`config.mk`:
```
export PLATFORM = sky130hd
export DESIGN_NAME = pit_host_iface
export DESIGN_NICKNAME = d
export VERILOG_FILES = /design/src/rtl/pit_pkg.sv /design/src/rtl/pit_counter.sv /design/src/rtl/pit_chan_regs.sv /design/src/rtl/pit_host_iface.sv
export SDC_FILE = /design/constraint.sdc
export NUM_CORES = 1
export LEC_CHECK = 0
export BUFFER_PORTS_ARGS = -buffer_cell sky130_fd_sc_hd__buf_2
export CAP_MARGIN = 20
export CELL_PAD_IN_SITES_DETAIL_PLACEMENT = 0
export CELL_PAD_IN_SITES_GLOBAL_PLACEMENT = 2
export CORE_ASPECT_RATIO = 0.7
export CORE_MARGIN = 2
export CORE_UTILIZATION = 35
export DETAILED_ROUTE_END_ITERATION = 10
export PLACE_DENSITY_LB_ADDON = 0.1
export SLEW_MARGIN = 5
export SYNTH_ARGS = -nofsm -noshare
export SYNTH_HDL_FRONTEND = slang
export SYNTH_SLANG_ARGS = --single-unit
```
`constraint.sdc`:
```
create_clock -name clk -period 4.38 [get_ports clk]
set_input_delay 0.219 -clock clk [delete_from_list [all_inputs] [get_ports clk]]
set_output_delay 0.219 -clock clk [all_outputs]
set_load 0.05 [all_outputs]
```
`src/rtl/pit_pkg.sv`:
```
`timescale 1ns/1ps
package pit_pkg;
    localparam int NUM_CH   = 3;
    localparam int CNT_W    = 16;
    localparam int BYTE_W   = 8;
    localparam int DIGITS   = CNT_W / 4;
    localparam int CFG_W    = 6;

    typedef enum logic [1:0] {
        ACC_SNAP = 2'b00,
        ACC_LO   = 2'b01,
        ACC_HI   = 2'b10,
        ACC_LOHI = 2'b11
    } acc_mode_t;

    typedef struct packed {
        acc_mode_t  acc;
        logic [2:0] mode;
        logic       dec;
    } chan_cfg_t;

    function automatic logic [2:0] mode_fold(input logic [2:0] m);
        return m[1] ? {1'b0, m[1:0]} : m;
    endfunction

    function automatic logic is_periodic(input logic [2:0] m);
        return m[1];
    endfunction

    function automatic logic [CNT_W-1:0] count_step(input logic [CNT_W-1:0] v,
                                                    input logic dec);
        logic [CNT_W-1:0] r;
        logic borrow;
        if (!dec) return v - CNT_W'(1);
        r = v;
        borrow = 1'b1;
        for (int d = 0; d < DIGITS; d++) begin
            if (borrow) begin
                if (v[d*4 +: 4] == 4'd0) begin
                    r[d*4 +: 4] = 4'd9;
                end else begin
                    r[d*4 +: 4] = v[d*4 +: 4] - 4'd1;
                    borrow = 1'b0;
                end
            end
        end
        return r;
    endfunction
endpackage

```
`src/rtl/pit_counter.sv`:
```
`timescale 1ns/1ps
module pit_counter
    import pit_pkg::*;
(
    input  logic             clk,
    input  logic             rst,
    input  logic             tick,
    input  logic             gate,
    input  logic             cfg_stb,
    input  logic             periodic,
    input  logic             dec,
    input  logic             load_stb,
    input  logic [CNT_W-1:0] reload,
    output logic [CNT_W-1:0] count,
    output logic             out,
    output logic             nullc
);
    logic             pend;
    logic             run;
    logic [CNT_W-1:0] nxt;

    assign nxt = count_step(count, dec);

    always_ff @(posedge clk) begin
        if (rst) begin
            count <= '0;
            out   <= 1'b1;
            nullc <= 1'b1;
            pend  <= 1'b0;
            run   <= 1'b0;
        end else begin
            if (load_stb) begin
                pend  <= 1'b1;
                nullc <= 1'b1;
            end
            if (cfg_stb) begin
                out   <= periodic;
                run   <= 1'b0;
                pend  <= 1'b0;
                nullc <= 1'b1;
            end else if (tick) begin
                if (pend || load_stb) begin
                    count <= reload;
                    pend  <= 1'b0;
                    nullc <= 1'b0;
                    run   <= 1'b1;
                    if (periodic) out <= 1'b1;
                end else if (run && gate) begin
                    if (periodic) begin
                        if (count == CNT_W'(1)) begin
                            count <= reload;
                            out   <= 1'b1;
                        end else begin
                            count <= nxt;
                            out   <= (nxt != CNT_W'(1));
                        end
                    end else begin
                        count <= nxt;
                        if (nxt == '0) out <= 1'b1;
                    end
                end
            end
        end
    end
endmodule

```
`src/rtl/pit_chan_regs.sv`:
```
`timescale 1ns/1ps
module pit_chan_regs
    import pit_pkg::*;
(
    input  logic              clk,
    input  logic              rst,
    input  logic              ctrl_stb,
    input  chan_cfg_t         ctrl_cfg,
    input  logic              snap_stb,
    input  logic              stat_stb,
    input  logic              wr_stb,
    input  logic              rd_stb,
    input  logic [BYTE_W-1:0] wdata,
    input  logic [CNT_W-1:0]  count,
    input  logic              out,
    input  logic              nullc,
    output chan_cfg_t         cfg,
    output logic              cfg_stb,
    output logic              load_stb,
    output logic [CNT_W-1:0]  reload,
    output logic [BYTE_W-1:0] rd_byte
);
    logic              ptr;
    logic [BYTE_W-1:0] lo_hold;
    logic              cnt_held;
    logic              cnt_ptr;
    logic [CNT_W-1:0]  cnt_snap;
    logic              st_held;
    logic [BYTE_W-1:0] st_snap;

    always_ff @(posedge clk) begin
        if (rst) begin
            cfg      <= '0;
            cfg_stb  <= 1'b0;
            load_stb <= 1'b0;
            reload   <= '0;
            ptr      <= 1'b0;
            lo_hold  <= '0;
            cnt_held <= 1'b0;
            cnt_ptr  <= 1'b0;
            cnt_snap <= '0;
            st_held  <= 1'b0;
            st_snap  <= '0;
        end else begin
            cfg_stb  <= 1'b0;
            load_stb <= 1'b0;
            if (ctrl_stb) begin
                cfg     <= ctrl_cfg;
                cfg_stb <= 1'b1;
                ptr     <= 1'b0;
            end
            if (snap_stb && !cnt_held) begin
                cnt_snap <= count;
                cnt_held <= 1'b1;
                cnt_ptr  <= 1'b0;
            end
            if (stat_stb && !st_held) begin
                st_snap <= {out, nullc, cfg};
                st_held <= 1'b1;
            end
            if (wr_stb) begin
                unique case (cfg.acc)
                    ACC_LO: begin
                        reload   <= {{BYTE_W{1'b0}}, wdata};
                        load_stb <= 1'b1;
                    end
                    ACC_HI: begin
                        reload   <= {wdata, {BYTE_W{1'b0}}};
                        load_stb <= 1'b1;
                    end
                    ACC_LOHI: begin
                        if (!ptr) begin
                            lo_hold <= wdata;
                            ptr     <= 1'b1;
                        end else begin
                            reload   <= {wdata, lo_hold};
                            load_stb <= 1'b1;
                            ptr      <= 1'b0;
                        end
                    end
                    default: ;
                endcase
            end
            if (rd_stb) begin
                if (st_held) begin
                    st_held <= 1'b0;
                end else if (cnt_held) begin
                    if (cfg.acc == ACC_LOHI && !cnt_ptr) cnt_ptr <= 1'b1;
                    else cnt_held <= 1'b0;
                end else if (cfg.acc == ACC_LOHI) begin
                    ptr <= ~ptr;
                end
            end
        end
    end

    logic [CNT_W-1:0] src;
    logic             hi_sel;

    always_comb begin
        src    = cnt_held ? cnt_snap : count;
        hi_sel = cnt_held ? cnt_ptr : ptr;
        if (st_held) begin
            rd_byte = st_snap;
        end else begin
            unique case (cfg.acc)
                ACC_HI:   rd_byte = src[CNT_W-1:BYTE_W];
                ACC_LOHI: rd_byte = hi_sel ? src[CNT_W-1:BYTE_W] : src[BYTE_W-1:0];
                default:  rd_byte = src[BYTE_W-1:0];
            endcase
        end
    end
endmodule

```
`src/rtl/pit_host_iface.sv`:
```
`timescale 1ns/1ps
module pit_host_iface
    import pit_pkg::*;
(
    input  logic              clk,
    input  logic              rst,
    input  logic              cs,
    input  logic              rd,
    input  logic              wr,
    input  logic [1:0]        addr,
    input  logic [BYTE_W-1:0] wdata,
    output logic [BYTE_W-1:0] rdata,
    input  logic              tick,
    input  logic [NUM_CH-1:0] gate,
    output logic [NUM_CH-1:0] out
);
    localparam logic [1:0] CMD_ADDR = 2'(NUM_CH);

    logic       cmd_wr;
    logic [1:0] wsel;
    logic       is_rdbk;
    logic       is_snap;
    logic       is_ctrl;
    chan_cfg_t  new_cfg;

    assign cmd_wr  = cs && wr && (addr == CMD_ADDR);
    assign wsel    = wdata[7:6];
    assign is_rdbk = cmd_wr && (wsel == 2'b11);
    assign is_snap = cmd_wr && (wsel != 2'b11) && (wdata[5:4] == 2'b00);
    assign is_ctrl = cmd_wr && (wsel != 2'b11) && (wdata[5:4] != 2'b00);

    always_comb begin
        new_cfg.acc  = acc_mode_t'(wdata[5:4]);
        new_cfg.mode = mode_fold(wdata[3:1]);
        new_cfg.dec  = wdata[0];
    end

    logic [NUM_CH-1:0]             cfg_stb;
    logic [NUM_CH-1:0]             nullc;
    logic [NUM_CH-1:0][BYTE_W-1:0] rd_byte;

    for (genvar i = 0; i < NUM_CH; i++) begin : g_ch
        chan_cfg_t        cfg;
        logic             load_stb;
        logic [CNT_W-1:0] reload;
        logic [CNT_W-1:0] count;
        logic             ctrl_stb;
        logic             snap_stb;
        logic             stat_stb;

        assign ctrl_stb = is_ctrl && (wsel == 2'(i));
        assign snap_stb = (is_snap && (wsel == 2'(i))) ||
                          (is_rdbk && wdata[i+1] && !wdata[5]);
        assign stat_stb = is_rdbk && wdata[i+1] && !wdata[4];

        pit_chan_regs u_regs (
            .clk      (clk),
            .rst      (rst),
            .ctrl_stb (ctrl_stb),
            .ctrl_cfg (new_cfg),
            .snap_stb (snap_stb),
            .stat_stb (stat_stb),
            .wr_stb   (cs && wr && (addr == 2'(i))),
            .rd_stb   (cs && rd && (addr == 2'(i))),
            .wdata    (wdata),
            .count    (count),
            .out      (out[i]),
            .nullc    (nullc[i]),
            .cfg      (cfg),
            .cfg_stb  (cfg_stb[i]),
            .load_stb (load_stb),
            .reload   (reload),
            .rd_byte  (rd_byte[i])
        );

        pit_counter u_cnt (
            .clk      (clk),
            .rst      (rst),
            .tick     (tick),
            .gate     (gate[i]),
            .cfg_stb  (cfg_stb[i]),
            .periodic (is_periodic(cfg.mode)),
            .dec      (cfg.dec),
            .load_stb (load_stb),
            .reload   (reload),
            .count    (count),
            .out      (out[i]),
            .nullc    (nullc[i])
        );
    end

    always_comb begin
        rdata = '0;
        if (cs && rd) begin
            unique case (addr)
                2'd0:    rdata = rd_byte[0];
                2'd1:    rdata = rd_byte[1];
                2'd2:    rdata = rd_byte[2];
                default: rdata = '0;
            endcase
        end
    end
endmodule

```
=== Word level (Yosys, flattened, before mapping) ===
Cells that the tools add are included.

* Register bits after elaboration: 240
* Input port bits: 19
* Output and inout port bits: 11
* Logic and storage cells: 419

* Add/subtract/negate cells: 15
* Eq/ne operators: 31
* Muxes and demuxes: 198
* Bitwise operators: 9
* Reductions and logical operators: 112

{| class="wikitable"
|+ Operator list
! operator !! count
|-
| 16-bit 2-to-1 mux || 21
|-
| 16-bit case mux with 3 select lines || 3
|-
| 1-bit 2-to-1 mux || 138
|-
| 4-bit 2-to-1 mux || 21
|-
| 8-bit 2-to-1 mux || 7
|-
| 16-bit by 1-bit equality test with 1-bit output, second input constant || 3
|-
| 16-bit zero test || 3
|-
| 4-bit zero test || 12
|-
| 16-bit by 1-bit != test with 1-bit output, second input constant || 3
|-
| 8-bit case mux with 2 select lines || 3
|-
| 16-bit by 1-bit subtractor with 16-bit output, second input constant || 3
|-
| 4-bit by 1-bit subtractor with 4-bit output, second input constant || 12
|-
| 1-bit logical AND || 40
|-
| 3-bit AND reduction || 9
|-
| 8-bit case mux with 3 select lines || 1
|-
| 2-bit equality test, second input constant || 10
|-
| 3-bit nonzero test || 6
|-
| 2-bit OR reduction || 9
|-
| 2-bit nonzero test || 7
|-
| 4-bit != test, second input constant || 3
|-
| 4-bit AND reduction || 3
|-
| 1-bit zero test || 11
|-
| 2-bit by 1-bit equality test with 1-bit output, second input constant || 5
|-
| 3-bit != test, second input constant || 3
|-
| 8 further kinds || 29
|}

=== Logic depth before layout (Yosys ltp) ===
* Word-level depth: 16
* Gate-level depth with buffers: 12
* Depth with buffers taken out: 10

=== Hierarchy ===
Synthesis repeated with hierarchy kept, for this count alone.

* Cells, all modules: 1654
* Area, all modules: 13072.5 um^2

{| class="wikitable"
|+ Modules (own cells, without submodules)
! module !! instances !! cells an instance !! area each (um^2) !! seq. area each (um^2)
|-
| pit_chan_regs || 3 || 321 || 2673.8 || 1201.2
|-
| pit_counter at g_ch[0].u_cnt ... || 2 || 205 || 1546.5 || 400.4
|-
| pit_counter at g_ch[2].u_cnt || 1 || 208 || 1507.7 || 400.4
|-
| pit_host_iface || 1 || 73 || 450.4 || 0.0
|}

=== Least setup slack after synthesis ===
Ideal clock, no wire load.

* Path type: register to output
* Start point: register g_ch[2].u_regs.cfg[4] (netlist name)
* End point: output port rdata[0]
* Data arrival time: 2.729 ns
* Data required time: 4.161 ns
* Path slack: 1.432 ns
* Stages on the path, launching flop included: 12
* Path buffers: 2
* Cell sequence: dfxtp_1 > inv_1 > ha_1 > clkbuf_1 > or2_2 > clkbuf_1 > a21boi_1 > o22a_1 > o21ai_0 > a21oi_1 > o22a_1 > nor2_1

* Word-level cells in the longest chain between the ends: 5
* Elaborated cells between the ends (all ways): 6
* Those cells by class: eq/ne (2); mux (4)

{| class="wikitable"
|+ RTL lines
! item !! RTL line !! text
|-
| 2-bit equality test || pit_chan_regs.sv:106 || <nowiki>unique case (cfg.acc)</nowiki>
|-
| 8-bit case mux with 2 select lines (*) || pit_chan_regs.sv:106 ||
|-
| 8-bit 2-to-1 mux (*) || pit_chan_regs.sv:103 || <nowiki>if (st_held) begin</nowiki>
|-
| 8-bit case mux with 3 select lines (*) || pit_host_iface.sv:95 || <nowiki>unique case (addr)</nowiki>
|-
| 8-bit 2-to-1 mux (*) || pit_host_iface.sv:94 || <nowiki>if (cs && rd) begin</nowiki>
|-
| end: declaration || pit_host_iface.sv:12 || <nowiki>output logic [BYTE_W-1:0] rdata,</nowiki>
|}

Mark *: on every way between the ends. The rest lies on a longest branch, timed or not.

=== Worst setup path in the final report ===
* Start point: register g_ch[2].u_regs.cfg[5] (netlist name)
* End point: output port rdata[5]

* Word-level cells in the longest chain between the ends: 5
* Elaborated cells between the ends (all ways): 6
* Those cells by class: eq/ne (2); mux (4)

{| class="wikitable"
|+ RTL lines
! item !! RTL line
|-
| 2-bit equality test || pit_chan_regs.sv:106
|-
| 8-bit case mux with 2 select lines (*) || pit_chan_regs.sv:106
|-
| 8-bit 2-to-1 mux (*) || pit_chan_regs.sv:103
|-
| 8-bit case mux with 3 select lines (*) || pit_host_iface.sv:95
|-
| 8-bit 2-to-1 mux (*) || pit_host_iface.sv:94
|}

Marked as above.

==> flow_summary.yaml <==
floorplan:
  core.rowCount: 58
  core-area_um2: 36100
  ios: 30
  design.die.area_um2: 38500
  die_w_um: 234
  die_h_um: 165
  initial_utilization: 0.357
timing:
  slew_headroom: 0.293
  fin_skew_ns: 0.0178
  final-hold-violation-count: 0
  rsz0062_at_grt: "no"
  fin_crit_ns: 3.87
  worst_slew_pin_slew_ns: 1.06
  fmaxAchievable_mhz: 258
  slew_violations: 0
  post-route-period-util: 0.883
  setup_tns_ns: 0
  setup-violations-final: 0
route:
  drt_iter0_drc: 1004
  drc_errors: 0
  avgRoutedWirePerCell_um: 21.4
  dr.pass1.iters: 5
  postRouteAntennaNets: 0
  via_per_inst: 5.54
  wirelength_mm: 43.3
  num_vias: 11200
critical_path:
  worstRegToRegCells: 10
  required_ns: 4.16
  crit_arrival_ns: 3.65
  reg2reg_from: "g_ch[0].u_cnt.count[0]"
  cp-end-kind: "output port"
  crit_fanout: 10
  cp-start-kind: "flip-flop"
  r2r_setup_slack_ns: 0.53
  worstSetupPathType: "flip-flop to output port"
  endpoint: "rdata[5]"
  cp-startpoint: "g_ch[2].u_regs.cfg[5]"
  timing.rr.end: "g_ch[0].u_cnt.out"
place:
  port_buffers: 29
  placed_cells: 1974
  routabilityCongestion: 0.865
  placed_area_um2: 13300
  post-dp-hpwl_mm: 30.7
pwr:
  p_total_w: 0.00455
  p_leak_nw: 4.87
  p_per_area_nw_per_um2: 321
  vdd_drop_max_mv: 0.246
synthesis:
  yosysWarnings: 0
  syn_avg_cell_area_um2: 8.14
  synth_top_family_by_area: "simple AND/OR/NAND/NOR gates"
  async_flop_share: 0
  synthXorXnorAreaFrac: 0.0109
  yosysTopAreaCell: "dfxtp_1"
  syn_nets: 1624
  synth.area.top_cells: "dfxtp_1, mux2i_1, nor2_1, a21oi_1, clkbuf_1"
  synthCells: 1586
  synth-compound-area-share: 0.159
  synth_edf_count: 0
  synth-main-ff-cell: "dfxtp_1"
  synth_mux_area_frac: 0.158
  yosysTopAreaCellShare: 0.372
  synth.distinct_cells: 78
  synthAdderAreaFrac: 0.0184
  syn_area_um2: 12900
  yosys.area_share.simple: 0.227
  ys_seq_area_frac: 0.372
  yosys_register_bits: 240
global_routing:
  met1_usage: 0.358
  antenna_found_initial: 0
  grt_pass1_wl_mm: 66.0
  grt_pass1_vias: 10300
  grt.met3_usage: 0.0321
  grtUsageTotal: 0.225
  grt_max_degree: 87
  top_usage_layer: "met1"
  grt-ovfl-total: 0
  use_met2: 0.315
clock_tree:
  cts_buffers: 27
  root_buffer: "clkbuf_16"
  path_clk_slew_ns: 0.06
  clk_path_buf_depth: 3
  cts_sinks: 240
  cts_resized: 0
  cts_tree: "built"
  cts_hold_buf: 0
  clk_latency_ns: 0.56
  post-cts-setup-buffers: 0
  h-tree-depth: 1
finish:
  diodes: 0
  most-common-layout-cells: "nor2_1, dfxtp_1, mux2i_1"
  final_util: 0.392
  final_common_cell: "nor2_1"
  drive_gt1_frac: 0.0953
  layout.nets: 1562
  finalInstanceArea_um2: 14200
  final_cells: 2022
  syn_to_final_growth_pct: 9.67
  fillCellCount: 3727
outcome:
  outcome: "completed"
worst_hold_path:
  min_delay_path_depth: 2
  hp-class: "input pin to flip-flop"
flow_run:
  maxCapViolations: 0
## report_power, final
part / leakage, nW / internal, W / switching, W
clock network: 0.414 / 0.00128 / 0.000948
logic: 2.53 / 0.0000281 / 0.000111
registers: 1.93 / 0.00218 / 0.00000240
## cell usage after synthesis, drive strengths merged (6+ instances only)
cell type	n
nand3	38
nor2b	7
nor3	67
or3	13
xnor2	9
a21oi	126
buf	23
o41ai	6
o22ai	21
nand3b	8
nand2	109
or4	13
o211ai	16
ha	19
dfxtp	240
mux2	10
inv	26
o31ai	7
o21ai	58
o22a	11
clkbuf	126
nand4	7
nor4	28
a211oi	32
nor2	252
or2	17
mux2i	193
nor3b	21
xor2	7
## routing by layer
layer / up-vias / wire length, um
met5: - / 0
met4: 0 / 834
met3: 46 / 2100
met2: 246 / 17300
met1: 5392 / 23100
li1: 5518 / -
## flip-flops by register name, indices dropped and copies added, names as in the netlist, 18 cells and up
signal and cells:
g_ch.u_regs.lo_hold 24, g_ch.u_cnt.count 48, g_ch.u_regs.cnt_snap 48, g_ch.u_regs.reload 48, g_ch.u_regs.st_snap 24, g_ch.u_regs.cfg 18
## critical path: stages, from the launching register on
cell and delay, ns:
dfxtp_1 0.41, ha_1 0.46, or2_2 0.31, a21boi_1 0.66, o22ai_1 0.20, mux2_2 0.30
a21oi_1 0.27, o22a_1 0.18, nor2_1 0.06, buf_2 0.25
## final cells by class
cell class              count  area [um2]  area share
well taps                 480         601      0.0424
flip-flops and latches    240        4800       0.339
clock inverters             6        58.8     0.00415
inverters                  28         105     0.00742
repair buffers             58         369      0.0261
multi-input cells        1169        7440       0.526
clock buffers              41         778      0.0550
## stage by stage
step           hold WS [ns]  setup slack (ns)
6_report              0.111             0.511
5_1_grt               0.108             0.251
4_1_cts              0.0793             0.478
3_5_place_dp          0.444             0.767
3_3_place_gp          0.443             0.793
2_1_floorplan         0.431              1.43
## kinds of logic (layout without fill, tap and decap cells)
kind of cell | after synthesis | in the layout
DFF | 240 | 240
xor gates and xnor gates | 16 | 16
and+or+nand+nor | 608 | 608
adders and majority gates | 19 | 19
muxes | 203 | 203
buffers and inverters | 177 | 133
AOI/OAI and AO/OA | 323 | 323
## how the worst min path moves through the flow
stage,end,from
floorplan,g_ch[2].u_regs.reload[10],g_ch[2].u_regs.reload[10]
global placement,g_ch[2].u_regs.reload[13],g_ch[2].u_regs.reload[13]
detailed placement,g_ch[2].u_regs.reload[13],g_ch[2].u_regs.reload[13]
CTS,g_ch[0].u_regs.reload[14],wdata[6]
global route,g_ch[2].u_regs.reload[14],wdata[6]
finish,g_ch[1].u_regs.st_snap[6],rst
(Power assumes the default switching activity.)
